[config.mk]
export PLATFORM = sky130hd
export DESIGN_NAME = sdram_init_refresh_ctrl
export DESIGN_NICKNAME = d
export VERILOG_FILES = /design/src/rtl/sdr_ctrl_pkg.sv /design/src/rtl/sdr_init_seq.sv /design/src/rtl/sdr_refresh_track.sv /design/src/rtl/sdr_addr_map.sv /design/src/rtl/sdram_init_refresh_ctrl.sv
export SDC_FILE = /design/constraint.sdc
export NUM_CORES = 1
export LEC_CHECK = 0
export ABC_CLOCK_PERIOD_IN_PS = 6200
export BUFFER_PORTS_ARGS = -buffer_cell sky130_fd_sc_hd__buf_2
export CAP_MARGIN = 20
export CORE_MARGIN = 2
export CORE_UTILIZATION = 48
export CTS_CLUSTER_SIZE = 40
export DETAILED_ROUTE_END_ITERATION = 10
export HOLD_SLACK_MARGIN = 0.05
export PLACE_DENSITY = 0.74
export RECOVER_POWER = 100
export SYNTH_ARGS = -nofsm -noshare
export SYNTH_HDL_FRONTEND = slang
export SYNTH_SLANG_ARGS = --single-unit
[constraint.sdc]
create_clock -name clk -period 6.2 [get_ports clk]
set_input_delay 1.55 -clock clk [delete_from_list [all_inputs] [get_ports clk]]
set_output_delay 1.55 -clock clk [all_outputs]
set_load 0.1 [all_outputs]
[src/rtl/sdr_ctrl_pkg.sv]
package sdr_ctrl_pkg;
  // {cs_n, ras_n, cas_n, we_n}
  typedef enum logic [3:0] {
    CMD_MRS = 4'b0000,
    CMD_REF = 4'b0001,
    CMD_PRE = 4'b0010,
    CMD_NOP = 4'b0111
  } sdr_cmd_e;

  typedef enum logic [2:0] {
    ST_IDLE, ST_PRE, ST_MRS, ST_REF1, ST_REF2, ST_ENA, ST_RUN
  } init_st_e;
endpackage

[src/rtl/sdr_init_seq.sv]
module sdr_init_seq
  import sdr_ctrl_pkg::*;
#(
  parameter int DLY_W = 8
) (
  input  logic             clk,
  input  logic             rst,
  input  logic             start,
  input  logic [DLY_W-1:0] t_rp,
  input  logic [DLY_W-1:0] t_mrd,
  input  logic [DLY_W-1:0] t_rfc,
  output logic             issue,
  output sdr_cmd_e         issue_cmd,
  output logic             init_done
);
  init_st_e         st;
  logic [DLY_W-1:0] cnt;

  function automatic logic [DLY_W-1:0] wait_m1(input logic [DLY_W-1:0] t);
    return (t == '0) ? '0 : t - 1'b1;
  endfunction

  always_comb begin
    issue     = 1'b0;
    issue_cmd = CMD_NOP;
    if (cnt == '0) begin
      case (st)
        ST_PRE:  begin issue = 1'b1; issue_cmd = CMD_PRE; end
        ST_MRS:  begin issue = 1'b1; issue_cmd = CMD_MRS; end
        ST_REF1: begin issue = 1'b1; issue_cmd = CMD_REF; end
        ST_REF2: begin issue = 1'b1; issue_cmd = CMD_REF; end
        default: ;
      endcase
    end
  end

  always_ff @(posedge clk) begin
    if (rst) begin
      st        <= ST_IDLE;
      cnt       <= '0;
      init_done <= 1'b0;
    end else begin
      case (st)
        ST_IDLE: if (start) begin
          st  <= ST_PRE;
          cnt <= '0;
        end
        ST_RUN: ;
        default: begin
          if (cnt != '0) begin
            cnt <= cnt - 1'b1;
          end else begin
            case (st)
              ST_PRE:  begin cnt <= wait_m1(t_rp);  st <= ST_MRS;  end
              ST_MRS:  begin cnt <= wait_m1(t_mrd); st <= ST_REF1; end
              ST_REF1: begin cnt <= wait_m1(t_rfc); st <= ST_REF2; end
              ST_REF2: begin cnt <= wait_m1(t_rfc); st <= ST_ENA;  end
              default: begin init_done <= 1'b1;     st <= ST_RUN;  end
            endcase
          end
        end
      endcase
    end
  end

  // once finished the script never restarts
  assert_done_sticky_R4: assert property (@(posedge clk) disable iff (rst)
    init_done |=> init_done) else $error("init_done dropped");

  // script commands are only issued before enable
  assert_no_script_after_done_R2: assert property (@(posedge clk) disable iff (rst)
    issue |-> !init_done) else $error("script command after enable");
endmodule

[src/rtl/sdr_refresh_track.sv]
module sdr_refresh_track #(
  parameter int IVL_W  = 16,
  parameter int OWED_W = 8,
  parameter int DLY_W  = 8
) (
  input  logic              clk,
  input  logic              rst,
  input  logic              enable,
  input  logic [IVL_W-1:0]  interval,
  input  logic [OWED_W-1:0] lag_limit,
  input  logic [DLY_W-1:0]  t_rfc,
  input  logic              grant,
  output logic              req,
  output logic              urgent,
  output logic              fire,
  output logic [OWED_W-1:0] owed,
  output logic              lag_err
);
  localparam logic [OWED_W-1:0] OWED_MAX = {OWED_W{1'b1}};

  logic [IVL_W-1:0] tick_cnt;
  logic [IVL_W-1:0] ivl_m1;
  logic [DLY_W-1:0] rec_cnt;
  logic             tick;

  assign ivl_m1 = (interval == '0) ? '0 : interval - 1'b1;
  assign tick   = enable && (tick_cnt >= ivl_m1);
  assign req    = enable && (owed != '0) && (rec_cnt == '0);
  assign fire   = req && grant;
  assign urgent = (owed != '0) && ({owed, 1'b0} >= {1'b0, lag_limit});

  always_ff @(posedge clk) begin
    if (rst || !enable) tick_cnt <= '0;
    else if (tick)      tick_cnt <= '0;
    else                tick_cnt <= tick_cnt + 1'b1;
  end

  always_ff @(posedge clk) begin
    if (rst)          rec_cnt <= '0;
    else if (fire)    rec_cnt <= (t_rfc == '0) ? '0 : t_rfc - 1'b1;
    else if (rec_cnt != '0) rec_cnt <= rec_cnt - 1'b1;
  end

  always_ff @(posedge clk) begin
    if (rst) begin
      owed    <= '0;
      lag_err <= 1'b0;
    end else begin
      case ({tick, fire})
        2'b10:   if (owed != OWED_MAX) owed <= owed + 1'b1;
        2'b01:   owed <= owed - 1'b1;
        default: ;
      endcase
      lag_err <= lag_err | (owed > lag_limit);
    end
  end

  // debt moves by at most one per cycle
  assert_owed_step_R6: assert property (@(posedge clk) disable iff (rst)
    (owed != $past(owed)) |-> ((owed == $past(owed) + 1'b1) || (owed == $past(owed) - 1'b1)))
    else $error("owed jumped");

  // lag error is sticky
  assert_lag_sticky_R11: assert property (@(posedge clk) disable iff (rst)
    lag_err |=> lag_err) else $error("lag_err cleared");

  // no back-to-back refreshes when recovery is longer than one cycle
  assert_recovery_R8: assert property (@(posedge clk) disable iff (rst)
    (fire && (t_rfc > 1)) |=> !fire) else $error("refresh during recovery");
endmodule

[src/rtl/sdr_addr_map.sv]
module sdr_addr_map #(
  parameter int ROW_W  = 12,
  parameter int BANK_W = 2,
  parameter int NCOL_W = 8,
  localparam int WCOL_W = NCOL_W + 1,
  localparam int ADDR_W = BANK_W + ROW_W + WCOL_W
) (
  input  logic              clk,
  input  logic              rst,
  input  logic              wide_col,
  input  logic [ADDR_W-1:0] lin_addr,
  output logic [BANK_W-1:0] map_bank,
  output logic [ROW_W-1:0]  map_row,
  output logic [WCOL_W-1:0] map_col
);
  always_ff @(posedge clk) begin
    if (rst) begin
      map_bank <= '0;
      map_row  <= '0;
      map_col  <= '0;
    end else if (wide_col) begin
      map_col  <= lin_addr[WCOL_W-1:0];
      map_row  <= lin_addr[WCOL_W +: ROW_W];
      map_bank <= lin_addr[WCOL_W+ROW_W +: BANK_W];
    end else begin
      map_col  <= {1'b0, lin_addr[NCOL_W-1:0]};
      map_row  <= lin_addr[NCOL_W +: ROW_W];
      map_bank <= lin_addr[NCOL_W+ROW_W +: BANK_W];
    end
  end

  // narrow devices never see the top column bit
  assert_narrow_col_R12: assert property (@(posedge clk) disable iff (rst)
    !wide_col |=> (map_col[NCOL_W] == 1'b0)) else $error("narrow column overflow");
endmodule

[src/rtl/sdram_init_refresh_ctrl.sv]
module sdram_init_refresh_ctrl
  import sdr_ctrl_pkg::*;
#(
  parameter int ROW_W  = 12,
  parameter int BANK_W = 2,
  parameter int NCOL_W = 8,
  parameter int DLY_W  = 8,
  parameter int IVL_W  = 16,
  parameter int OWED_W = 8,
  parameter int AP_BIT = 10,
  localparam int CA_W   = ROW_W + BANK_W,
  localparam int WCOL_W = NCOL_W + 1,
  localparam int ADDR_W = BANK_W + ROW_W + WCOL_W
) (
  input  logic              clk,
  input  logic              rst,
  input  logic              init_start,
  input  logic [ROW_W-1:0]  mode_word,
  input  logic [DLY_W-1:0]  t_rp,
  input  logic [DLY_W-1:0]  t_mrd,
  input  logic [DLY_W-1:0]  t_rfc,
  input  logic [IVL_W-1:0]  refresh_interval,
  input  logic [OWED_W-1:0] lag_limit,
  input  logic              ref_grant,
  input  logic              wide_col,
  input  logic [ADDR_W-1:0] lin_addr,
  output logic              cmd_cs_n,
  output logic              cmd_ras_n,
  output logic              cmd_cas_n,
  output logic              cmd_we_n,
  output logic [CA_W-1:0]   cmd_addr,
  output logic              init_done,
  output logic              ref_req,
  output logic              ref_urgent,
  output logic              lag_err,
  output logic [OWED_W-1:0] owed_count,
  output logic [BANK_W-1:0] map_bank,
  output logic [ROW_W-1:0]  map_row,
  output logic [WCOL_W-1:0] map_col
);
  localparam logic [CA_W-1:0] AP_MASK = CA_W'(1) << AP_BIT;

  logic      init_issue;
  sdr_cmd_e  init_cmd;
  logic      ref_fire;
  logic [3:0] cmd_q;

  sdr_init_seq #(.DLY_W(DLY_W)) u_init (
    .clk(clk), .rst(rst), .start(init_start),
    .t_rp(t_rp), .t_mrd(t_mrd), .t_rfc(t_rfc),
    .issue(init_issue), .issue_cmd(init_cmd), .init_done(init_done)
  );

  sdr_refresh_track #(.IVL_W(IVL_W), .OWED_W(OWED_W), .DLY_W(DLY_W)) u_ref (
    .clk(clk), .rst(rst), .enable(init_done),
    .interval(refresh_interval), .lag_limit(lag_limit), .t_rfc(t_rfc),
    .grant(ref_grant), .req(ref_req), .urgent(ref_urgent), .fire(ref_fire),
    .owed(owed_count), .lag_err(lag_err)
  );

  sdr_addr_map #(.ROW_W(ROW_W), .BANK_W(BANK_W), .NCOL_W(NCOL_W)) u_map (
    .clk(clk), .rst(rst), .wide_col(wide_col), .lin_addr(lin_addr),
    .map_bank(map_bank), .map_row(map_row), .map_col(map_col)
  );

  always_ff @(posedge clk) begin
    if (rst) begin
      cmd_q    <= CMD_NOP;
      cmd_addr <= '0;
    end else if (init_issue) begin
      cmd_q <= init_cmd;
      case (init_cmd)
        CMD_PRE: cmd_addr <= AP_MASK;
        CMD_MRS: cmd_addr <= {{BANK_W{1'b0}}, mode_word};
        default: cmd_addr <= '0;
      endcase
    end else if (ref_fire) begin
      cmd_q    <= CMD_REF;
      cmd_addr <= '0;
    end else begin
      cmd_q    <= CMD_NOP;
      cmd_addr <= '0;
    end
  end

  assign {cmd_cs_n, cmd_ras_n, cmd_cas_n, cmd_we_n} = cmd_q;

  // a granted request reaches the pins as auto-refresh
  assert_ref_after_grant_R7: assert property (@(posedge clk) disable iff (rst)
    (ref_req && ref_grant) |=> (cmd_q == CMD_REF)) else $error("grant without refresh");

  // no debt while the script has not finished
  assert_no_debt_before_init_R5: assert property (@(posedge clk) disable iff (rst)
    !init_done |-> (owed_count == '0)) else $error("debt before init");
endmodule

=== Yosys cells after proc, flatten, opt, wreduce, memory -nomap -nowiden ===
Index checks and enable logic that the tools add are counted.

* Register bits after elaboration: 86
* Bits in latches: 0
* Memory bits (writable): 0
* Memory bits (read-only): 0
* Input port bits: 88
* Output and inout port bits: 53
* Logic and storage cells: 100
* Memories: 0

* Add/subtract/negate cells: 9
* Multipliers: 0
* Div/mod/pow operators: 0
* Magnitude comparators: 3
* Eq/ne operators: 12
* Shift operators: 0
* Mux-type cells: 25
* Bitwise operators: 7
* Reductions and logical operators: 31

{| class="wikitable"
|+ Operators by type and width
! cell !! number
|-
| $mux 8 || 8
|-
| $sub 8x1->8 const B || 6
|-
| $logic_not 8->1 || 5
|-
| $pmux 8 s2 || 2
|-
| $pmux 12 s2 || 1
|-
| $pmux 8 s3 || 1
|-
| $reduce_bool 8->1 || 3
|-
| $add 16x1->16 const B || 1
|-
| $ge 16x16->1 || 1
|-
| $logic_not 16->1 || 1
|-
| $mux 16 || 1
|-
| $sub 16x1->16 const B || 1
|-
| $mux 12 || 1
|-
| $pmux 3 s4 || 1
|-
| $reduce_or 2->1 || 5
|-
| $ge 9x8->1 || 1
|-
| $mux 3 || 3
|-
| $pmux 3 s3 || 1
|-
| $reduce_and 3->1 || 3
|-
| $add 8x1->8 const B || 1
|-
| $gt 8x8->1 || 1
|-
| $mux 4 || 2
|-
| $ne 8x8->1 const B || 1
|-
| $eq 3x2->1 const B || 2
|-
| other kinds (21) || 34
|}

=== Depth between registers and ports, before layout ===
* Word-level depth: 7
* Mapped depth: 22
* Mapped depth without buffers: 21

=== Cells and area by module ===
From an unflattened synthesis, not the netlist that was laid out.

* Cells, all modules: 673
* Area total of the unflattened synthesis: 5709.2 um^2

{| class="wikitable"
|+ Modules (own cells, without submodules)
! module !! instances !! cells an instance !! area each (um^2) !! sequential area each (um^2)
|-
| sdr_refresh_track || 1 || 371 || 2926.6 || 660.6
|-
| sdr_init_seq || 1 || 194 || 1473.9 || 240.2
|-
| sdr_addr_map || 1 || 65 || 752.0 || 460.4
|-
| sdram_init_refresh_ctrl || 1 || 43 || 556.8 || 320.3
|}

=== Worst setup path after synthesis ===
OpenSTA, ideal clock, no wires.

* Path kind: input -> register
* Start point: in refresh_interval[5]
* End point: reg u_ref.owed[7]
* Setup time: 123 ps
* Arrival time: 6131 ps
* Required time: 6077 ps
* Path slack: -54 ps
* Stages on the path: 19
* Path buffers: 1
* Cells stage by stage: nor4_1 nand4b_1 or3_1 clkbuf_1 and2_1 ha_1 nand2b_1 a2111oi_0 nor4_1 a211o_1 nor2_1 ha_1 and3_1 a221o_1 o21ai_0 nand2b_1 a21oi_1 mux2i_1 mux2_1

* Longest elaborated chain between the ends: 7
* Elaborated cells on any way between the ends: 11
* Classes of those cells: add/sub: 1; order compare: 1; eq/ne: 3; mux: 2; reduce/logical: 4

{| class="wikitable"
|+ RTL lines
! what !! line !! RTL
|-
| start, declared || sdram_init_refresh_ctrl.sv:22 || <nowiki>input logic [IVL_W-1:0] refresh_interval,</nowiki>
|-
| $sub 16x1->16 or $logic_not 16->1 (tied branches) || sdr_refresh_track.sv:26 || <nowiki>assign ivl_m1 = (interval == '0) ? '0 : interval - 1'b1;</nowiki>
|-
| $mux 16 (*) || sdr_refresh_track.sv:26 ||
|-
| $ge 16x16->1 (*) || sdr_refresh_track.sv:27 || <nowiki>assign tick = enable && (tick_cnt >= ivl_m1);</nowiki>
|-
| $logic_and 1x1->1 (*) || sdr_refresh_track.sv:27 ||
|-
| $eq 2x2->1 or $eq 2x1->1 (tied branches) || sdr_refresh_track.sv:49 || <nowiki>case ({tick, fire})</nowiki>
|-
| $ne 2x1->1 (no source line) or $reduce_bool 2->1 (tied branches) || - ||
|-
| $reduce_and 2->1 (no source line) || - ||
|-
| end signal, assigned || sdr_refresh_track.sv:50 || <nowiki>2'b10: if (owed != OWED_MAX) owed <= owed + 1'b1;</nowiki>
|-
| end signal, assigned || sdr_refresh_track.sv:51 || <nowiki>2'b01: owed <= owed - 1'b1;</nowiki>
|-
| end, declared || sdr_refresh_track.sv:16 || <nowiki>output logic [OWED_W-1:0] owed,</nowiki>
|}

Every way passes the cells marked *; elsewhere a longest branch is shown, timed or not.
A chain may end at the register's enable or synchronous reset.

=== Worst setup path after layout ===
* Start point: in refresh_interval[13]
* End point: reg u_ref.owed[7]

Same word-level chain as after synthesis.

==> flow_summary.json <==
{
  "endpoint_kind": "flop",
  "slew_violations": 61,
  "synth_area_per_cell_sq_um": 8.35,
  "synth_edf_count": 0,
  "ant_nets": 0,
  "ys_seq_area_share_pct": 31.6,
  "synth_area_leaders": "dfxtp_1, ha_1, nor2_1",
  "drc": 0,
  "ys.flop_type": "dfxtp_1",
  "worst_slack_ns": 0.278,
  "grt_pass1_wl_um": 20700,
  "first_pass_iters": 5,
  "cp.required_ns": 6.44,
  "powerDensity_mw_per_mm2": 311,
  "postCtsSetupRepairBufs": 0,
  "synth_area_sq_mm": 0.00526,
  "areaGrowthSynthToFinish_pct": 18.0,
  "yosysTopAreaCell": "dfxtp_1",
  "die-height_um": 109,
  "worstSetupPathType": "in -> reg",
  "hold_path_class": "reg -> reg",
  "utilization_pct": 57.8,
  "die_w_um": 109,
  "path_clk_slew_ns": 0.09,
  "numCtsBuffers": 9,
  "worst_pin_slew_ns": 2.51,
  "synthArstFlopShare_pct": 0,
  "cts.sinks": 83,
  "dr.first_iter.drc_count": 234,
  "start_util_pct": 48.9,
  "start_kind": "input pin",
  "grt_usage_pct": 21.4,
  "cap_violations": 1,
  "fmax_ghz": 0.169,
  "violations": "capacitance limit, slew limit",
  "synth.distinct_cells": 63,
  "ys_seq_elements": 83,
  "place.detailed.hpwl_um": 9750,
  "grt_overflow": 0,
  "dpl_cell_area_sq_mm": 0.00607,
  "finClkSkew_ns": 0.0156,
  "max_slew_margin_pct": -67.5,
  "layout_min_cycle_time_ns": 5.92,
  "post-route-period-util_pct": 95.5,
  "syn_inst": 630,
  "crit_path_max_fanout": 15,
  "rsz0062_at_grt": "false",
  "fin_area_sq_mm": 0.00621,
  "clk_latency_ns": 0.34,
  "layout-drive-gt1-share_pct": 15.9,
  "clock_path_buffers": 2,
  "die-area_sq_mm": 0.0118,
  "htreeDepth": 3,
  "holdWs_ns": 0.487,
  "port_buffers": 137,
  "antenna_found_initial": 0,
  "synth_top_area_share_pct": 31.6,
  "num-nets-final": 900,
  "ir_worst_vdd_mv": 0.245,
  "setup_viol": 0,
  "place_congestion": 0.849,
  "pin_count": 141,
  "core_area_sq_mm": 0.0107,
  "cts_tree": "yes",
  "routed_via_density": 5.40,
  "grt_max_degree": 61,
  "power.leakage_nw": 2.81,
  "wl_um": 12300,
  "outcome": "complete, but fails checks",
  "antenna_cells": 0,
  "hold_violations": 0,
  "arrival_ns": 6.16,
  "vias": 4900,
  "rows": 38,
  "grt_pass1_vias": 4773,
  "avgRoutedWirePerCell_um": 13.5,
  "finalSetupTns_ns": 0,
  "ys_warn_count": 0,
  "dp_slack_ns": -0.108,
  "cts_root_buf": "clkbuf_8"
}
==> critical path, stage by stage <==
cell,delay [ns]
clkbuf_1,0.10
or4_1,0.58
or3_1,0.39
buf_4,0.19
a21bo_2,0.19
ha_1,0.23
and4_1,0.23
a21oi_1,0.14
o21ai_0,0.10
a211o_1,0.32
nor2_1,0.09
buf_4,0.16
ha_1,0.26
and3_1,0.19
a221o_1,0.35
o21ai_0,0.24
nand2b_1,0.10
a21oi_1,0.19
mux2i_1,0.22
mux2_1,0.33
==> layout make-up <==
cell class	count	area, sq um
multi-input combinational	494	3380
timing repair buffer	143	656
tap	140	175
sequential	83	1660
fill	1044	4540
inverter	32	120
clock inverter	5	77.6
clock buffer	10	138
==> state kept, by name, indices dropped and copies added (netlist names) <==
| name | count |
|---|---|
| u_map.map_row | 12 |
| u_ref.tick_cnt | 16 |
| u_ref.owed | 8 |
| u_map.map_col | 9 |
| cmd_addr | 12 |
| u_ref.rec_cnt | 8 |
| u_init.cnt | 8 |
| u_ref.lag_err | 1 |
| u_map.map_bank | 2 |
| cmd_q | 3 |
| u_init.st | 3 |
| u_init.init_done | 1 |
==> final timing paths <==
| path | startpoint | to | slack [ns] | cells after the start |
|---|---|---|---|---|
| setup / recovery | refresh_interval[13] | u_ref.owed[7] | 0.28 | 20 |
| hold / removal | u_ref.tick_cnt[0] | u_ref.tick_cnt[0] | 0.49 | 1 |
| setup reg to reg | u_ref.rec_cnt[2] | u_ref.owed[7] | 1.92 | 14 |
| hold reg to reg | u_ref.tick_cnt[0] | u_ref.tick_cnt[0] | 0.49 | 1 |
==> Yosys cell counts, types with 3 or more instances <==
library cell	n
nand4_1	7
and2_1	13
nand3_1	15
or4_1	6
nor4_1	10
o21ai_0	23
and4_1	4
or3_1	4
ha_1	48
inv_1	32
nor3b_1	7
mux2_2	4
a221oi_1	3
nand2b_1	8
xnor2_1	15
nor3_1	20
mux2i_1	22
a21oi_1	31
nor2_1	78
a211o_1	3
clkbuf_1	17
nor2b_1	19
a211oi_1	4
buf_4	3
a2111oi_0	4
and3_1	5
nand3b_1	4
o211ai_1	3
dfxtp_1	83
a31oi_1	3
nand2_1	44
or2_2	4
xor2_1	28
a21o_1	8
o31ai_1	8
o21a_1	4
==> metal layers <==
metal	vias up	GRT usage (%)	wire length, um
met3	16	4.90	661
met4	0	6.68	133
li1	2483	-	-
met1	2273	25.5	5450
met5	-	0	0
met2	128	38.0	6040
==> per-stage QoR <==
| step | instances | total power, W |
|---|---|---|
| global placement | 892 | 0.00149 |
| global route | 907 | 0.00206 |
| detailed placement | 892 | 0.00152 |
| finish | 907 | 0.00193 |
| CTS | 907 | 0.00194 |
| floorplan | 632 | 0.00134 |
==> where the power goes <==
part / internal (W) / leakage, nW / switching, W / total [W]
Clock: 0.000234 / 0.108 / 0.000190 / 0.000425
Sequential: 0.000604 / 0.678 / 0.0000770 / 0.000681
Combinational: 0.000278 / 2.02 / 0.000544 / 0.000822
Total: 0.00112 / 2.81 / 0.000812 / 0.00193
==> cell usage in the layout (no fill, tap or decap), types with 6 or more instances in the layout <==
master,count
a21o_1,8
a21oi_1,31
and2_0,10
buf_2,83
clkbuf_1,56
clkbuf_8,10
dfxtp_1,83
ha_1,48
inv_1,32
mux2i_1,23
nand2_1,44
nand2b_1,8
nand3_1,15
nand4_1,7
nor2_1,78
nor2b_1,19
nor3_1,20
nor3b_1,7
nor4_1,8
o21ai_0,23
o31ai_1,8
or4_1,6
xnor2_1,15
xor2_1,28
==> kinds of logic after synthesis <==
| family | count (synthesis) | share of synthesized area (%) |
|---|---|---|
| other cells | 1 | 0.0713 |
| fa+ha+maj | 49 | 11.8 |
| flops | 83 | 31.6 |
| simple gates | 261 | 25.8 |
| buf+inv | 55 | 4.28 |
| compound gates | 110 | 13.6 |
| xor+xnor | 43 | 7.16 |
| mux | 28 | 5.69 |
==> timing repair <==
item,CTS,global route
endpoints found under the hold margin,0,0
hold buffers,0,0
endpoints found under the setup margin,0,1
resized for setup,0,1
Power figures use the tool's default switching activity.
